## config.mk

```make
export PLATFORM = sky130hd
export DESIGN_NAME = sdram_pwrup_seq
export DESIGN_NICKNAME = d
export VERILOG_FILES = /design/src/rtl/sdram_init_pkg.sv /design/src/rtl/sinit_mode_check.sv /design/src/rtl/sinit_phase_timer.sv /design/src/rtl/sinit_pin_drive.sv /design/src/rtl/sdram_pwrup_seq.sv
export SDC_FILE = /design/constraint.sdc
export NUM_CORES = 1
export LEC_CHECK = 0
export ABC_AREA = 1
export BUFFER_PORTS_ARGS = -buffer_cell sky130_fd_sc_hd__buf_2
export CAP_MARGIN = 25
export CORE_UTILIZATION = 35
export DETAILED_ROUTE_END_ITERATION = 10
export PLACE_DENSITY = 0.54
export SLEW_MARGIN = 10
export SYNTH_ARGS = -nofsm -noshare
export SYNTH_HDL_FRONTEND = slang
export SYNTH_HIERARCHICAL = 1
export SYNTH_SLANG_ARGS = --single-unit
```

## constraint.sdc

```tcl
create_clock -name clk -period 3.9 [get_ports clk]
set_input_delay 0.585 -clock clk [delete_from_list [all_inputs] [get_ports clk]]
set_output_delay 0.585 -clock clk [all_outputs]
set_load 0.03 [all_outputs]
```

## src/rtl/sdram_init_pkg.sv

```systemverilog
package sdram_init_pkg;

    // {cs_n, ras_n, cas_n, we_n}
    typedef enum logic [3:0] {
        CMD_LMR = 4'b0000,
        CMD_REF = 4'b0001,
        CMD_PRE = 4'b0010,
        CMD_NOP = 4'b0111
    } cmd_e;

    typedef enum logic [3:0] {
        PH_STABLE,
        PH_PRECHG,
        PH_GAP_RP,
        PH_REFRESH,
        PH_GAP_RFC,
        PH_LOADMODE,
        PH_GAP_MRD,
        PH_READY,
        PH_HALT
    } phase_e;

    typedef struct packed {
        logic       wr_single;
        logic [1:0] op_mode;
        logic [2:0] cas_lat;
        logic       interleave;
        logic [2:0] burst_len;
    } mode_word_t;

    localparam int MODE_W        = $bits(mode_word_t);
    localparam int REFRESH_COUNT = 2;
    localparam int PRECHG_BIT    = 10;

    // NOP cycles placed after a command so that the next one lands no
    // earlier than the requested spacing; never less than one.
    function automatic int gap_cycles(input int spacing);
        return (spacing > 1) ? spacing - 1 : 1;
    endfunction

    function automatic int max_of(input int a, input int b);
        return (a > b) ? a : b;
    endfunction

    function automatic logic mode_legal(input mode_word_t m);
        logic cl_ok;
        logic bl_ok;
        cl_ok = (m.cas_lat == 3'd2) || (m.cas_lat == 3'd3);
        bl_ok = (m.burst_len <= 3'd3) || ((m.burst_len == 3'd7) && !m.interleave);
        return cl_ok && bl_ok && (m.op_mode == 2'b00);
    endfunction

endpackage

```

## src/rtl/sinit_mode_check.sv

```systemverilog
module sinit_mode_check
    import sdram_init_pkg::*;
#(
    parameter logic [2:0] BL_CODE           = 3'd3,
    parameter logic       BURST_INTERLEAVED = 1'b0,
    parameter logic [2:0] CL_CODE           = 3'd3,
    parameter logic       WRITE_SINGLE      = 1'b0
) (
    output logic              mode_ok,
    output logic [MODE_W-1:0] mode_bits
);
    mode_word_t word;

    always_comb begin
        word.wr_single  = WRITE_SINGLE;
        word.op_mode    = 2'b00;
        word.cas_lat    = CL_CODE;
        word.interleave = BURST_INTERLEAVED;
        word.burst_len  = BL_CODE;
    end

    assign mode_ok   = mode_legal(word);
    assign mode_bits = word;
endmodule

```

## src/rtl/sinit_phase_timer.sv

```systemverilog
module sinit_phase_timer #(
    parameter int CNT_W = 8
) (
    input  logic             clk,
    input  logic             rst,
    input  logic             clear,
    input  logic [CNT_W-1:0] limit,
    output logic             expired
);
    logic [CNT_W-1:0] cnt_q;

    always_ff @(posedge clk) begin
        if (rst || clear) begin
            cnt_q <= '0;
        end else if (cnt_q != limit) begin
            cnt_q <= cnt_q + 1'b1;
        end
    end

    assign expired = (cnt_q == limit);
endmodule

```

## src/rtl/sinit_pin_drive.sv

```systemverilog
module sinit_pin_drive
    import sdram_init_pkg::*;
#(
    parameter int ADDR_W = 13,
    parameter int BANK_W = 2
) (
    input  phase_e            phase,
    input  logic [MODE_W-1:0] mode_bits,
    output logic              cs_n,
    output logic              ras_n,
    output logic              cas_n,
    output logic              we_n,
    output logic [BANK_W-1:0] ba,
    output logic [ADDR_W-1:0] addr,
    output logic              ready
);
    cmd_e cmd;

    always_comb begin
        cmd  = CMD_NOP;
        addr = '0;
        case (phase)
            PH_PRECHG: begin
                cmd              = CMD_PRE;
                addr[PRECHG_BIT] = 1'b1;
            end
            PH_REFRESH:  cmd = CMD_REF;
            PH_LOADMODE: begin
                cmd  = CMD_LMR;
                addr = {{(ADDR_W-MODE_W){1'b0}}, mode_bits};
            end
            default: cmd = CMD_NOP;
        endcase
    end

    assign {cs_n, ras_n, cas_n, we_n} = cmd;
    assign ba    = '0;
    assign ready = (phase == PH_READY);
endmodule

```

## src/rtl/sdram_pwrup_seq.sv

```systemverilog
module sdram_pwrup_seq
    import sdram_init_pkg::*;
#(
    parameter int         ADDR_W            = 13,
    parameter int         BANK_W            = 2,
    parameter int         CLK_MHZ           = 100,
    parameter int         STABLE_US         = 100,
    parameter int         T_RP_CYC          = 3,
    parameter int         T_RFC_CYC         = 9,
    parameter int         T_MRD_CYC         = 2,
    parameter logic [2:0] BL_CODE           = 3'd3,
    parameter logic       BURST_INTERLEAVED = 1'b0,
    parameter logic [2:0] CL_CODE           = 3'd3,
    parameter logic       WRITE_SINGLE      = 1'b0
) (
    input  logic              clk,
    input  logic              rst,
    output logic              cke,
    output logic              cs_n,
    output logic              ras_n,
    output logic              cas_n,
    output logic              we_n,
    output logic [BANK_W-1:0] ba,
    output logic [ADDR_W-1:0] addr,
    output logic              ready,
    output logic              cfg_err
);
    localparam int STABLE_CYC = CLK_MHZ * STABLE_US;
    localparam int GAP_RP     = gap_cycles(T_RP_CYC);
    localparam int GAP_RFC    = gap_cycles(T_RFC_CYC);
    localparam int GAP_MRD    = gap_cycles(T_MRD_CYC);
    localparam int LONGEST    = max_of(max_of(STABLE_CYC, GAP_RP), max_of(GAP_RFC, GAP_MRD));
    localparam int CNT_W      = $clog2(LONGEST + 1);
    localparam int REF_W      = $clog2(REFRESH_COUNT + 1);

    phase_e            phase_q, phase_d;
    logic [REF_W-1:0]  refs_q;
    logic [CNT_W-1:0]  limit;
    logic              tmr_clear;
    logic              tmr_done;
    logic              mode_ok;
    logic [MODE_W-1:0] mode_bits;

    sinit_mode_check #(
        .BL_CODE(BL_CODE),
        .BURST_INTERLEAVED(BURST_INTERLEAVED),
        .CL_CODE(CL_CODE),
        .WRITE_SINGLE(WRITE_SINGLE)
    ) mode_i (
        .mode_ok(mode_ok),
        .mode_bits(mode_bits)
    );

    sinit_phase_timer #(.CNT_W(CNT_W)) timer_i (
        .clk(clk),
        .rst(rst),
        .clear(tmr_clear),
        .limit(limit),
        .expired(tmr_done)
    );

    always_comb begin
        phase_d = phase_q;
        limit   = '0;
        case (phase_q)
            PH_STABLE: begin
                limit = CNT_W'(STABLE_CYC - 1);
                if (tmr_done) phase_d = PH_PRECHG;
            end
            PH_PRECHG:  phase_d = PH_GAP_RP;
            PH_GAP_RP: begin
                limit = CNT_W'(GAP_RP - 1);
                if (tmr_done) phase_d = PH_REFRESH;
            end
            PH_REFRESH: phase_d = PH_GAP_RFC;
            PH_GAP_RFC: begin
                limit = CNT_W'(GAP_RFC - 1);
                if (tmr_done) begin
                    if (refs_q == REF_W'(REFRESH_COUNT))
                        phase_d = mode_ok ? PH_LOADMODE : PH_HALT;
                    else
                        phase_d = PH_REFRESH;
                end
            end
            PH_LOADMODE: phase_d = PH_GAP_MRD;
            PH_GAP_MRD: begin
                limit = CNT_W'(GAP_MRD - 1);
                if (tmr_done) phase_d = PH_READY;
            end
            default: phase_d = phase_q;
        endcase
    end

    assign tmr_clear = (phase_d != phase_q);

    always_ff @(posedge clk) begin
        if (rst) begin
            phase_q <= PH_STABLE;
            refs_q  <= '0;
            cfg_err <= 1'b0;
        end else begin
            phase_q <= phase_d;
            cfg_err <= !mode_ok;
            if (phase_q == PH_REFRESH) refs_q <= refs_q + 1'b1;
        end
    end

    sinit_pin_drive #(.ADDR_W(ADDR_W), .BANK_W(BANK_W)) pins_i (
        .phase(phase_q),
        .mode_bits(mode_bits),
        .cs_n(cs_n),
        .ras_n(ras_n),
        .cas_n(cas_n),
        .we_n(we_n),
        .ba(ba),
        .addr(addr),
        .ready(ready)
    );

    assign cke = 1'b1;
endmodule

```

# After elaboration in Yosys (flattened, before gate mapping)
# Cells that the tools add are included.
totals:
  ff_bits: 20
  in_bits: 2
  out_inout_bits: 22
  elab_cells: 28
classes:
  add_sub_neg: 2
  n_eq_ne: 11
  muxes: 10
  n_reduce_logical: 2
ops:
  columns: ["op", "n"]
  rows:
  - ["one-hot mux 14 bit (3 select lines)", 1]
  - ["one-hot mux 4 bit (7 select lines)", 1]
  - ["== test 4 x 3 -> 1 bit, second input constant", 4]
  - ["2-to-1 mux 4 bit", 4]
  - ["adder 14 x 1 -> 14 bit, second input constant", 1]
  - ["== test 14 bit", 1]
  - ["inequality test 14 bit", 1]
  - ["one-hot mux 3 bit (3 select lines)", 1]
  - ["== test 4 x 2 -> 1 bit, second input constant", 2]
  - ["2-to-1 mux 6 bit", 1]
  - ["== test 4 x 1 -> 1 bit, second input constant", 1]
  - ["logical NOT 4 bit", 1]
  - ["inequality test 4 bit", 1]
  - ["2-to-1 mux 3 bit", 1]
  - ["adder 2 x 1 -> 2 bit, second input constant", 1]
  - ["== test 2 bit, second input constant", 1]
  - ["logical OR 1 bit", 1]
  - ["2-to-1 mux 1 bit", 1]

# Depth between registers and ports, before layout
# Gate-level depths: netlist (run 1).
logic_depth:
  word_depth: 7
  depth_mapped: 22

# Cells and area by module
# Netlist (run 1), hierarchy kept.
by_module_without_submodules:
  columns: ["mod", "n_inst", "cells_per_inst", "area_per_inst_um2", "seq_area_each_um2"]
  rows:
  - ["sinit_phase_timer", 1, 205, 1191.1, 280.3]
  - ["sdram_pwrup_seq", 1, 73, 476.7, 140.1]
  - ["sinit_pin_drive", 1, 48, 207.7, 0.0]
  - ["sinit_mode_check", 1, 13, 90.1, 0.0]

# Worst setup path after synthesis (run 1)
# OpenSTA, ideal clock, no wires.
synth_timing:
  kind: "flip-flop to flip-flop"
  start: "register phase_q[3]"
  end: "register timer_i.cnt_q[0]"
  setup_time_ns: 0.064
  arrival_time_ns: 3.084
  required_ns: 3.836
  path_slack_ns: 0.752
  stages_incl_launch_ff: 21
  path_buffers: 1
  period_less_slack_ns: 3.148
  path_cell_list: "dfxtp_1 -> inv_2 -> nand2_1 -> nor2_1 -> inv_1 -> nand2_1 -> nand2_1 -> nor2_1 -> nand2_2 -> nor4_1 -> inv_1 -> nand2_1 -> nand3_1 -> nand2_1 -> o211ai_1 -> inv_1 -> nand3_1 -> nor2_1 -> buf_1 -> nand2_1 -> nor2_1"
synth_via:
  elab_chain_cells: 7
  word_cells_on_any_way: 17
synth_lines:
  columns: ["item", "line", "text"]
  rows:
  - ["start, declared", "sdram_pwrup_seq.sv:36", "phase_e phase_q, phase_d;"]
  - ["start signal, assigned", "sdram_pwrup_seq.sv:102", "phase_q <= phase_d;"]
  - ["== test 4 x 3 -> 1 bit, or another cell as far along", "sdram_pwrup_seq.sv:65", "case (phase_q)"]
  - ["one-hot mux 14 bit (3 select lines) (*)", "sdram_pwrup_seq.sv:65", null]
  - ["via limit[10]", "sdram_pwrup_seq.sv:38", "logic [CNT_W-1:0] limit;"]
  - ["== test 14 bit (*)", "sinit_phase_timer.sv:20", "assign expired = (cnt_q == limit);"]
  - ["via tmr_done", "sdram_pwrup_seq.sv:40", "logic tmr_done;"]
  - ["2-to-1 mux 4 bit (on tied branches)", null, null]
  - ["one-hot mux 4 bit (7 select lines) (*)", "sdram_pwrup_seq.sv:65", null]
  - ["inequality test 4 bit (*)", "sdram_pwrup_seq.sv:94", "assign tmr_clear = (phase_d != phase_q);"]
  - ["via tmr_clear", "sdram_pwrup_seq.sv:39", "logic tmr_clear;"]
  - ["logical OR 1 bit (*)", "sinit_phase_timer.sv:13", "if (rst || clear) begin"]
  - ["end signal, assigned", "sinit_phase_timer.sv:16", "cnt_q <= cnt_q + 1'b1;"]
  - ["end, declared", "sinit_phase_timer.sv:10", "logic [CNT_W-1:0] cnt_q;"]
# Mark *: on every way through the listed nets, which the timed path passes. The rest lies on a longest branch.
# A chain may end at the register's enable or synchronous reset.

# Worst setup path after layout (run 1)
layout_timing:
  start: "register phase_q[0]"
  end: "register timer_i.cnt_q[12]"
# The elaborated chain is that of the path after synthesis.

==> results of run 1 <==
-- synth_stat cells (all sizes together) --
master	number	area share, %
o21ai	8	2.2
o211ai	2	1.0
buf	22	9.0
xor2	6	2.7
dfxtp	21	21
a21oi	18	5.5
conb	5	0.95
nand2	102	20
xnor2	2	0.89
inv	58	11
nor2	61	15
nor3	2	0.51
nand3	24	6.1
nor4	1	0.32
nand4	5	1.6
ha	2	1.3
-- logic make-up (layout without fill, tap and decap cells) --
family | Yosys count | in the layout | share of synthesized area (%)
buffers and inverters | 80 | 75 | 20.1
adder cells (fa/ha/maj) | 2 | 2 | 1.27
flip-flops | 21 | 21 | 21.4
other | 5 | 28 | 0.955
AO/OA/AOI/OAI | 28 | 28 | 8.78
AND/OR/NAND/NOR | 195 | 195 | 44.0
XOR/XNOR | 8 | 8 | 3.56
-- worst paths after layout --
kind                                           to  slack (ns)  cells after the start
worst max-delay path            timer_i/cnt_q[12]        0.88                     21
worst min register to register          refs_q[0]        0.49                      2
worst min-delay path                    refs_q[0]        0.49                      2
worst max register to register  timer_i/cnt_q[12]        0.88                     21
-- through the flow --
stage	power, W	std cells
finish	0.000408	427
global route	0.000437	427
CTS	0.000416	427
detailed placement	0.000266	423
global placement	0.000266	423
floorplan	0.000272	362
-- state kept, by name, indices dropped and copies added (netlist names) --
| register | count |
|---|---|
| cfg_err | 1 |
| phase_q | 4 |
| refs_q | 2 |
| timer_i/cnt_q | 14 |
-- tightest hold or removal path: stages, from the launching register on --
cell and delay (ns):
dfxtp_1 0.30, inv_1 0.08, a21oi_1 0.06
-- area by class of cell --
class / count / share of cell area [%]
flip-flops and latches: 21 / 20.2
well taps: 70 / 4.21
repair buffers: 13 / 3.37
clock buffers: 4 / 2.17
inverters: 58 / 10.5
multi-input cells: 261 / 59.5
-- metal layers --
metal	wire length [um]	up-vias	global-route usage (%)
met5	0	-	0
met4	26	0	4.23
met3	131	2	1.90
met2	1630	31	23.3
met1	2100	761	20.7
li1	-	1019	-
-- report_power, final --
| group | internal [W] | switching, W |
|---|---|---|
| Combinational | 0.0000117 | 0.0000286 |
| Sequential | 0.000217 | 0.00000316 |
| Clock | 0.0000729 | 0.0000746 |
| Total | 0.000302 | 0.000106 |
==> flow_metrics.tcl, run 1 <==
set metrics [dict create \
    holdWs_ns 0.486 \
    postLayoutCellArea_um2 2080 \
    path_delay_family "simple AND/OR/NAND/NOR gates" \
    finish.utilization_pct 39.4 \
    cts_root_buffer "clkbuf_8" \
    die-area_um2 5920 \
    period_share_pct 77.5 \
    dr.pass1.iters 4 \
    fin_nets 362 \
    wl_per_cell_um 9.09 \
    drive_above_1_share_pct 14.6 \
    synth-seq-cells 21 \
    clock_tree.buffer_depth 2 \
    syn_avg_cell_area_um2 5.80 \
    ys_types 28 \
    num_rows 26 \
    critPathMaxStageDelay_ns 0.46 \
    dr.first_iter.drc_count 78 \
    maxSlewViolCount 0 \
    required_ns 4.11 \
    grt_pass1_wl_mm 7.13 \
    die_y_um 76.9 \
    grt_setup_unrepaired "false" \
    syn_area_um2 1970 \
    worstMarginPinSlew_ns 0.575 \
    fmax_mhz 331 \
    peakVddDrop_v 0.000120 \
    seqCellArea_um2 420 \
    cp-end-kind "register" \
    fillers 616 \
    overflow 0 \
    fin_skew_ns 0.00125 \
    multi_input_comb_area_um2 1240 \
    postCtsResizedCells 0 \
    place_area_um2 2030 \
    slew_headroom_pct 61.6 \
    io_buffers 11 \
    grt_start_max_net_pins 29 \
    crit_path_frequent_cell "nand2_1" \
    globalplace.congestion 0.870 \
    num_vias 1813 \
    clk_latency_ns 0.26 \
    critPathBufInv 6 \
    fin_ws_ns 0.878 \
    cts_made_buffers 3 \
    grt_pass1_vias 1630 \
    core_um2 5270 \
    antenna_found_initial 0 \
    n_antenna_cell 0 \
    drc 0 \
    path_max_fanout 14 \
    cts_tree "yes" \
    ant_nets 0 \
    finalSetupViolations 0 \
    dp_hpwl_mm 2.94 \
    final_common_cell "nand2_1" \
    cts_sinks 21 \
    ios 24 \
    max_cap_viol_count 0 \
    clkSlewWorstSetupHoldPaths_ns 0.08 \
    h-tree-depth 1 \
    finalHoldViolCount 0 \
    cp_data_arrival_time_ns 3.23 \
    syn_inst 339 \
    cpMaxStageDelayCell "nor2_1" \
    path_class "reg -> reg" \
    p_per_area_nw_per_um2 197 \
    reg2reg_from "phase_q[0]" \
    routed_via_density 4.25 \
    synthToLayoutAreaGrowth_pct 5.73 \
    initial_core_util_pct 37.3 \
    tns_ns 0 \
    min_from "refs_q[0]" \
    crit_chain "inv_2 -> nand2_2 -> nor2_1 -> inv_1 -> nand2_1 -> nand2_1 -> nor2_1 -> nand2_2 -> nor4_1 -> buf_4 -> inv_1 -> nand2_1 -> nand3_1 -> nand2_1 -> o211ai_1 -> inv_1 -> nand3_1 -> nor2_1 -> buf_4 -> nand2_1 -> nor2_1" \
    hold_path_class "reg -> reg" \
    pre_cts_ws_ns 0.900 \
    route.final.wire_length_mm 3.88 \
    leakage_nw 1.06 \
    outcome "finished, final reports clean" \
    final_cell_mix "94 x nand2_1, 52 x nor2_1, 44 x inv_1, 28 x conb_1, 24 x nand3_1" \
    postCtsSetupBuffers 0 \
    yosysSeqAreaShare_pct 21.4 \
    timing.final.crit_period_ns 3.02 \
    yosys_warnings 6 \
    grt.total_usage_pct 14.8 \
    ctsHoldBuffers 0 \
    die_x_um 76.9 \
    cp-start-kind "register" \
    crit_start "phase_q[0]" \
]
(Power assumes the default switching activity.)
==> inputs of run 2 (changes only) <==
Clock period 3.9 ns to 2.9 ns, I/O delays scaled along.
==> flow_metrics.tcl, run 2 (synthesis gave the netlist of run 1 again) <==
set metrics [dict create \
    outcome "finished, final reports clean" \
    fin_nets 368 \
    grt_pass1_wl_mm 7.25 \
    cp-start-kind "register" \
    leakage_nw 1.10 \
    core_um2 5270 \
    globalplace.congestion 0.955 \
    slew_headroom_pct 63.9 \
    fmax_mhz 388 \
    grt_pass1_vias 1573 \
    n_antenna_cell 0 \
    top_regs "timer_i/cnt_q x14, phase_q x4, refs_q x2" \
    p_per_area_nw_per_um2 261 \
    dr.first_iter.drc_count 74 \
    clock_tree.buffer_depth 2 \
    die_y_um 76.9 \
    postLayoutCellArea_um2 2140 \
    cts_root_buffer "clkbuf_8" \
    hold_path_class "in -> reg" \
    initial_core_util_pct 37.3 \
    path_class "reg -> reg" \
    fin_skew_ns 0.00431 \
    combPwrFrac_pct 10.0 \
    clkSlewWorstSetupHoldPaths_ns 0.08 \
    pwr-share-clk_pct 36.8 \
    antenna_found_initial 0 \
    route.final.wire_length_mm 4.17 \
    cts_tree "yes" \
    drc 0 \
    timing.final.crit_period_ns 2.58 \
    path_max_fanout 14 \
    required_ns 3.11 \
    synthToLayoutAreaGrowth_pct 8.78 \
    h-tree-depth 1 \
    finalSetupViolations 0 \
    io_buffers 11 \
    die-area_um2 5920 \
    num_rows 26 \
    cts_made_buffers 3 \
    internal-power_w 0.000407 \
    p_sw_w 0.000151 \
    final_cell_mix "94 x nand2_1, 51 x nor2_1, 43 x inv_1, 28 x conb_1, 24 x nand3_1" \
    grt.total_usage_pct 15.1 \
    placed_cells 427 \
    max_flop_register "timer_i/cnt_q" \
    p_sw_share_pct 27.1 \
    cp_data_arrival_time_ns 2.79 \
    ios 24 \
    grt_start_max_net_pins 29 \
    maxSlewViolCount 0 \
    place_area_um2 2070 \
    clk_latency_ns 0.27 \
    ant_nets 0 \
    period_share_pct 89.0 \
    routed_via_density 4.26 \
    peakVddDrop_v 0.000120 \
    largest_reg_flops 14 \
    cp-end-kind "register" \
    dp_hpwl_mm 3.06 \
    grt_setup_unrepaired "false" \
    die_x_um 76.9 \
    dr.pass1.iters 4 \
    worstMarginPinSlew_ns 0.539 \
    num_vias 1845 \
    tns_ns 0 \
    overflow 0 \
    cts_sinks 21 \
    stdcell_count 433 \
    final_common_cell "nand2_1" \
    pwr-share-seq_pct 53.2 \
    finalHoldViolCount 0 \
    ctsHoldBuffers 0 \
    wl_per_cell_um 9.62 \
    finish.utilization_pct 40.6 \
    drive_above_1_share_pct 16.8 \
    max_cap_viol_count 0 \
]
## run 2: cell count changes in the layout (fill, tap and decap cells not counted), sizes merged
cell | previous run | this run
clkbuf | 4 | 5
buf | 13 | 18
## run 2: path summary, 6_finish.rpt
kind | startpoint | end | slack [ns] | cells past startpoint
setup / recovery | phase_q[2] | timer_i/cnt_q[8] | 0.32 | 21
hold / removal | rst | phase_q[0] | 0.38 | 2
setup reg to reg | phase_q[2] | timer_i/cnt_q[8] | 0.32 | 21
hold reg to reg | refs_q[0] | refs_q[0] | 0.49 | 2
## run 2: stage by stage
stage | setup slack, ns | total power [W] | hold slack (ns)
after floorplan | 0.0427 | 0.000366 | 0.455
after global placement | 0.231 | 0.000358 | 0.477
after detailed placement | 0.166 | 0.000358 | 0.482
after CTS | 0.131 | 0.000567 | 0.373
after global routing | 0.00550 | 0.000591 | 0.379
final | 0.320 | 0.000558 | 0.376
## run 2: worst max-delay path: stages, from the launching register on
cell and delay (ns):
dfxtp_1 0.35, inv_2 0.08, nand2_1 0.14, nor2_4 0.07
clkbuf_2 0.13, nand2_1 0.07, nand2_1 0.05, nor2_1 0.15
nand2_2 0.12, nor4_2 0.26, buf_4 0.18, inv_1 0.04
nand2_1 0.05, nand3_1 0.07, nand2_1 0.08, o211ai_1 0.09
inv_1 0.06, nand3_1 0.06, nor2_1 0.13, buf_6 0.18
nand2_1 0.07, nor2_1 0.08
## run 2: metal layers
metal	global-route usage, %	part of all wire [%]	vias to the layer above
met5	0	0	-
met4	6.54	1.5	0
met3	1.79	3.0	5
met2	22.5	41	28
met1	21.6	54	778
li1	-	-	1034
## run 2: power by group through the flow
stage | sequential, W | combinational [W] | clock [W]
2_1_floorplan | 0.000304 | 0.0000616 | 0
3_3_place_gp | 0.000303 | 0.0000545 | 0
3_5_place_dp | 0.000303 | 0.0000548 | 0
4_1_cts | 0.000297 | 0.0000549 | 0.000216
5_1_grt | 0.000298 | 0.0000642 | 0.000230
6_report | 0.000297 | 0.0000559 | 0.000206
## run 2: what timing repair did
action                     4_1_cts  5_1_grt
gates resized for setup          0        3
setup endpoints to repair        0       14
setup buffers                    0        2
## run 2: final cells by class
cell class                      instances  area [um2]
Clock buffer                            4        45.0
Fill cell                             589        3130
Inverter                               58         218
Multi-Input combinational cell        261        1250
Sequential cell                        21         420
Tap cell                               70        87.6
Timing Repair Buffer                   19         116
==> inputs of run 3 (changes only) <==
Settings changed: PLACE_DENSITY 0.54 to not set.
==> flow_metrics.tcl, run 3 (synthesis gave the netlist of run 1 again) <==
set metrics [dict create \
    cp-end-kind "register" \
    overflow 0 \
    cp_data_arrival_time_ns 2.75 \
    critPathBufInv 7 \
    core_um2 5270 \
    synthToLayoutAreaGrowth_pct 10.7 \
    final_cell_mix "93 x nand2_1, 49 x nor2_1, 43 x inv_1, 28 x conb_1, 24 x nand3_1" \
    pre_cts_ws_ns 0.196 \
    hold_path_class "in -> reg" \
    finalHoldViolCount 0 \
    n_antenna_cell 0 \
    max_cap_viol_count 0 \
    r2r_slack_ns 0.35 \
    top_regs "timer_i/cnt_q x14, phase_q x4, refs_q x2" \
    crit_path_frequent_cell "nand2_1" \
    path_max_fanout 7 \
    maxSlewViolCount 0 \
    ctsHoldBuffers 0 \
    min_from "rst" \
    globalplace.congestion 0.884 \
    cpMaxStageDelayCell "dfxtp_1" \
    routed_via_density 4.22 \
    max_flop_register "timer_i/cnt_q" \
    clk_latency_ns 0.26 \
    holdWs_ns 0.426 \
    path_class "reg -> reg" \
    period_share_pct 87.9 \
    fin_nets 370 \
    grt_pass1_wl_mm 6.63 \
    antenna_found_initial 0 \
    critPathMaxStageDelay_ns 0.35 \
    path_delay_family "simple AND/OR/NAND/NOR gates" \
    cts_sinks 21 \
    peakVddDrop_v 0.000136 \
    clkSlewWorstSetupHoldPaths_ns 0.08 \
    die_y_um 76.9 \
    timing.final.crit_period_ns 2.55 \
    route.final.wire_length_mm 4.03 \
    reg2reg_from "phase_q[2]" \
    final_common_cell "nand2_1" \
    min_to "phase_q[3]" \
    num_rows 26 \
    h-tree-depth 1 \
    drc 0 \
    num_vias 1837 \
    leakage_nw 1.11 \
    fmax_mhz 392 \
    finish.utilization_pct 41.3 \
    dp_hpwl_mm 2.91 \
    cp-start-kind "register" \
    initial_core_util_pct 37.3 \
    worstMarginPinSlew_ns 0.535 \
    cts_tree "yes" \
    path_depth 23 \
    cts_made_buffers 3 \
    fin_ws_ns 0.352 \
    crit_chain "buf_4 -> nand2_2 -> nor2_4 -> inv_1 -> nand2_1 -> inv_1 -> nand2_1 -> nand2_1 -> nor2_4 -> nand2_2 -> nor4_2 -> buf_4 -> inv_1 -> nand2_1 -> nand3_1 -> nand2_1 -> o211ai_1 -> inv_1 -> nand3_1 -> nor2_4 -> buf_6 -> nand2_1 -> nor2_1" \
    ant_nets 0 \
    drive_above_1_share_pct 18.1 \
    outcome "finished, final reports clean" \
    wl_per_cell_um 9.27 \
    clock_tree.buffer_depth 2 \
    die-area_um2 5920 \
    dr.first_iter.drc_count 84 \
    dr.pass1.iters 4 \
    finalSetupViolations 0 \
    fin_skew_ns 0.00233 \
    p_per_area_nw_per_um2 255 \
    grt_start_max_net_pins 29 \
    slew_headroom_pct 64.2 \
    ios 24 \
    r2r-end "timer_i/cnt_q[8]" \
    cts_root_buffer "clkbuf_8" \
    largest_reg_flops 14 \
    die_x_um 76.9 \
    required_ns 3.10 \
    grt_pass1_vias 1544 \
    grt.total_usage_pct 13.7 \
    worstRegToRegCells 23 \
    io_buffers 11 \
    min_path_cells 2 \
]
-- run 3: final cells by class --
type	instances	area, um2
inverters	58	218
multi-input cells	262	1270
well taps	70	87.6
repair buffers	20	130
clock buffers	4	45.0
fillers	601	3090
flip-flops and latches	21	420
-- run 3: what timing repair did --
action | in CTS | in global routing
gates resized for setup | 0 | 11
endpoints found under the setup margin | 0 | 14
setup buffers | 0 | 2
-- run 3: worst max-delay path by stage --
stage,start,endpoint,slack (ns)
floorplan,phase_q[3],timer_i/cnt_q[0],0.04
global placement,phase_q[3],timer_i/cnt_q[4],0.25
detailed placement,phase_q[2],timer_i/cnt_q[1],0.20
CTS,phase_q[2],timer_i/cnt_q[1],0.17
global route,phase_q[2],timer_i/cnt_q[3],-0.006
finish,phase_q[2],timer_i/cnt_q[8],0.35
-- run 3: where the power goes --
part | leakage [nW] | switching, W | internal (W)
logic | 0.915 | 0.0000406 | 0.0000179
registers | 0.170 | 0.00000419 | 0.000292
clock network | 0.0228 | 0.000101 | 0.0000980
total | 1.11 | 0.000146 | 0.000408
-- run 3: per-stage QoR --
step | cell area (um2) | instances | total power [W] | setup TNS (ns)
3_3_place_gp | 2070 | 427 | 0.000358 | 0
6_report | 2180 | 435 | 0.000555 | 0
5_1_grt | 2180 | 435 | 0.000584 | -0.00645
3_5_place_dp | 2070 | 427 | 0.000358 | 0
4_1_cts | 2120 | 431 | 0.000562 | 0
2_1_floorplan | 2060 | 362 | 0.000366 | 0
-- run 3: routing by layer --
layer  up-vias  global-route usage (%)  wire, um
met2        34                    23.1      1780
met1       764                    17.6      2100
met4         0                    5.77        55
met5         -                       0         0
met3         4                    1.43       101
li1       1035                       -         -
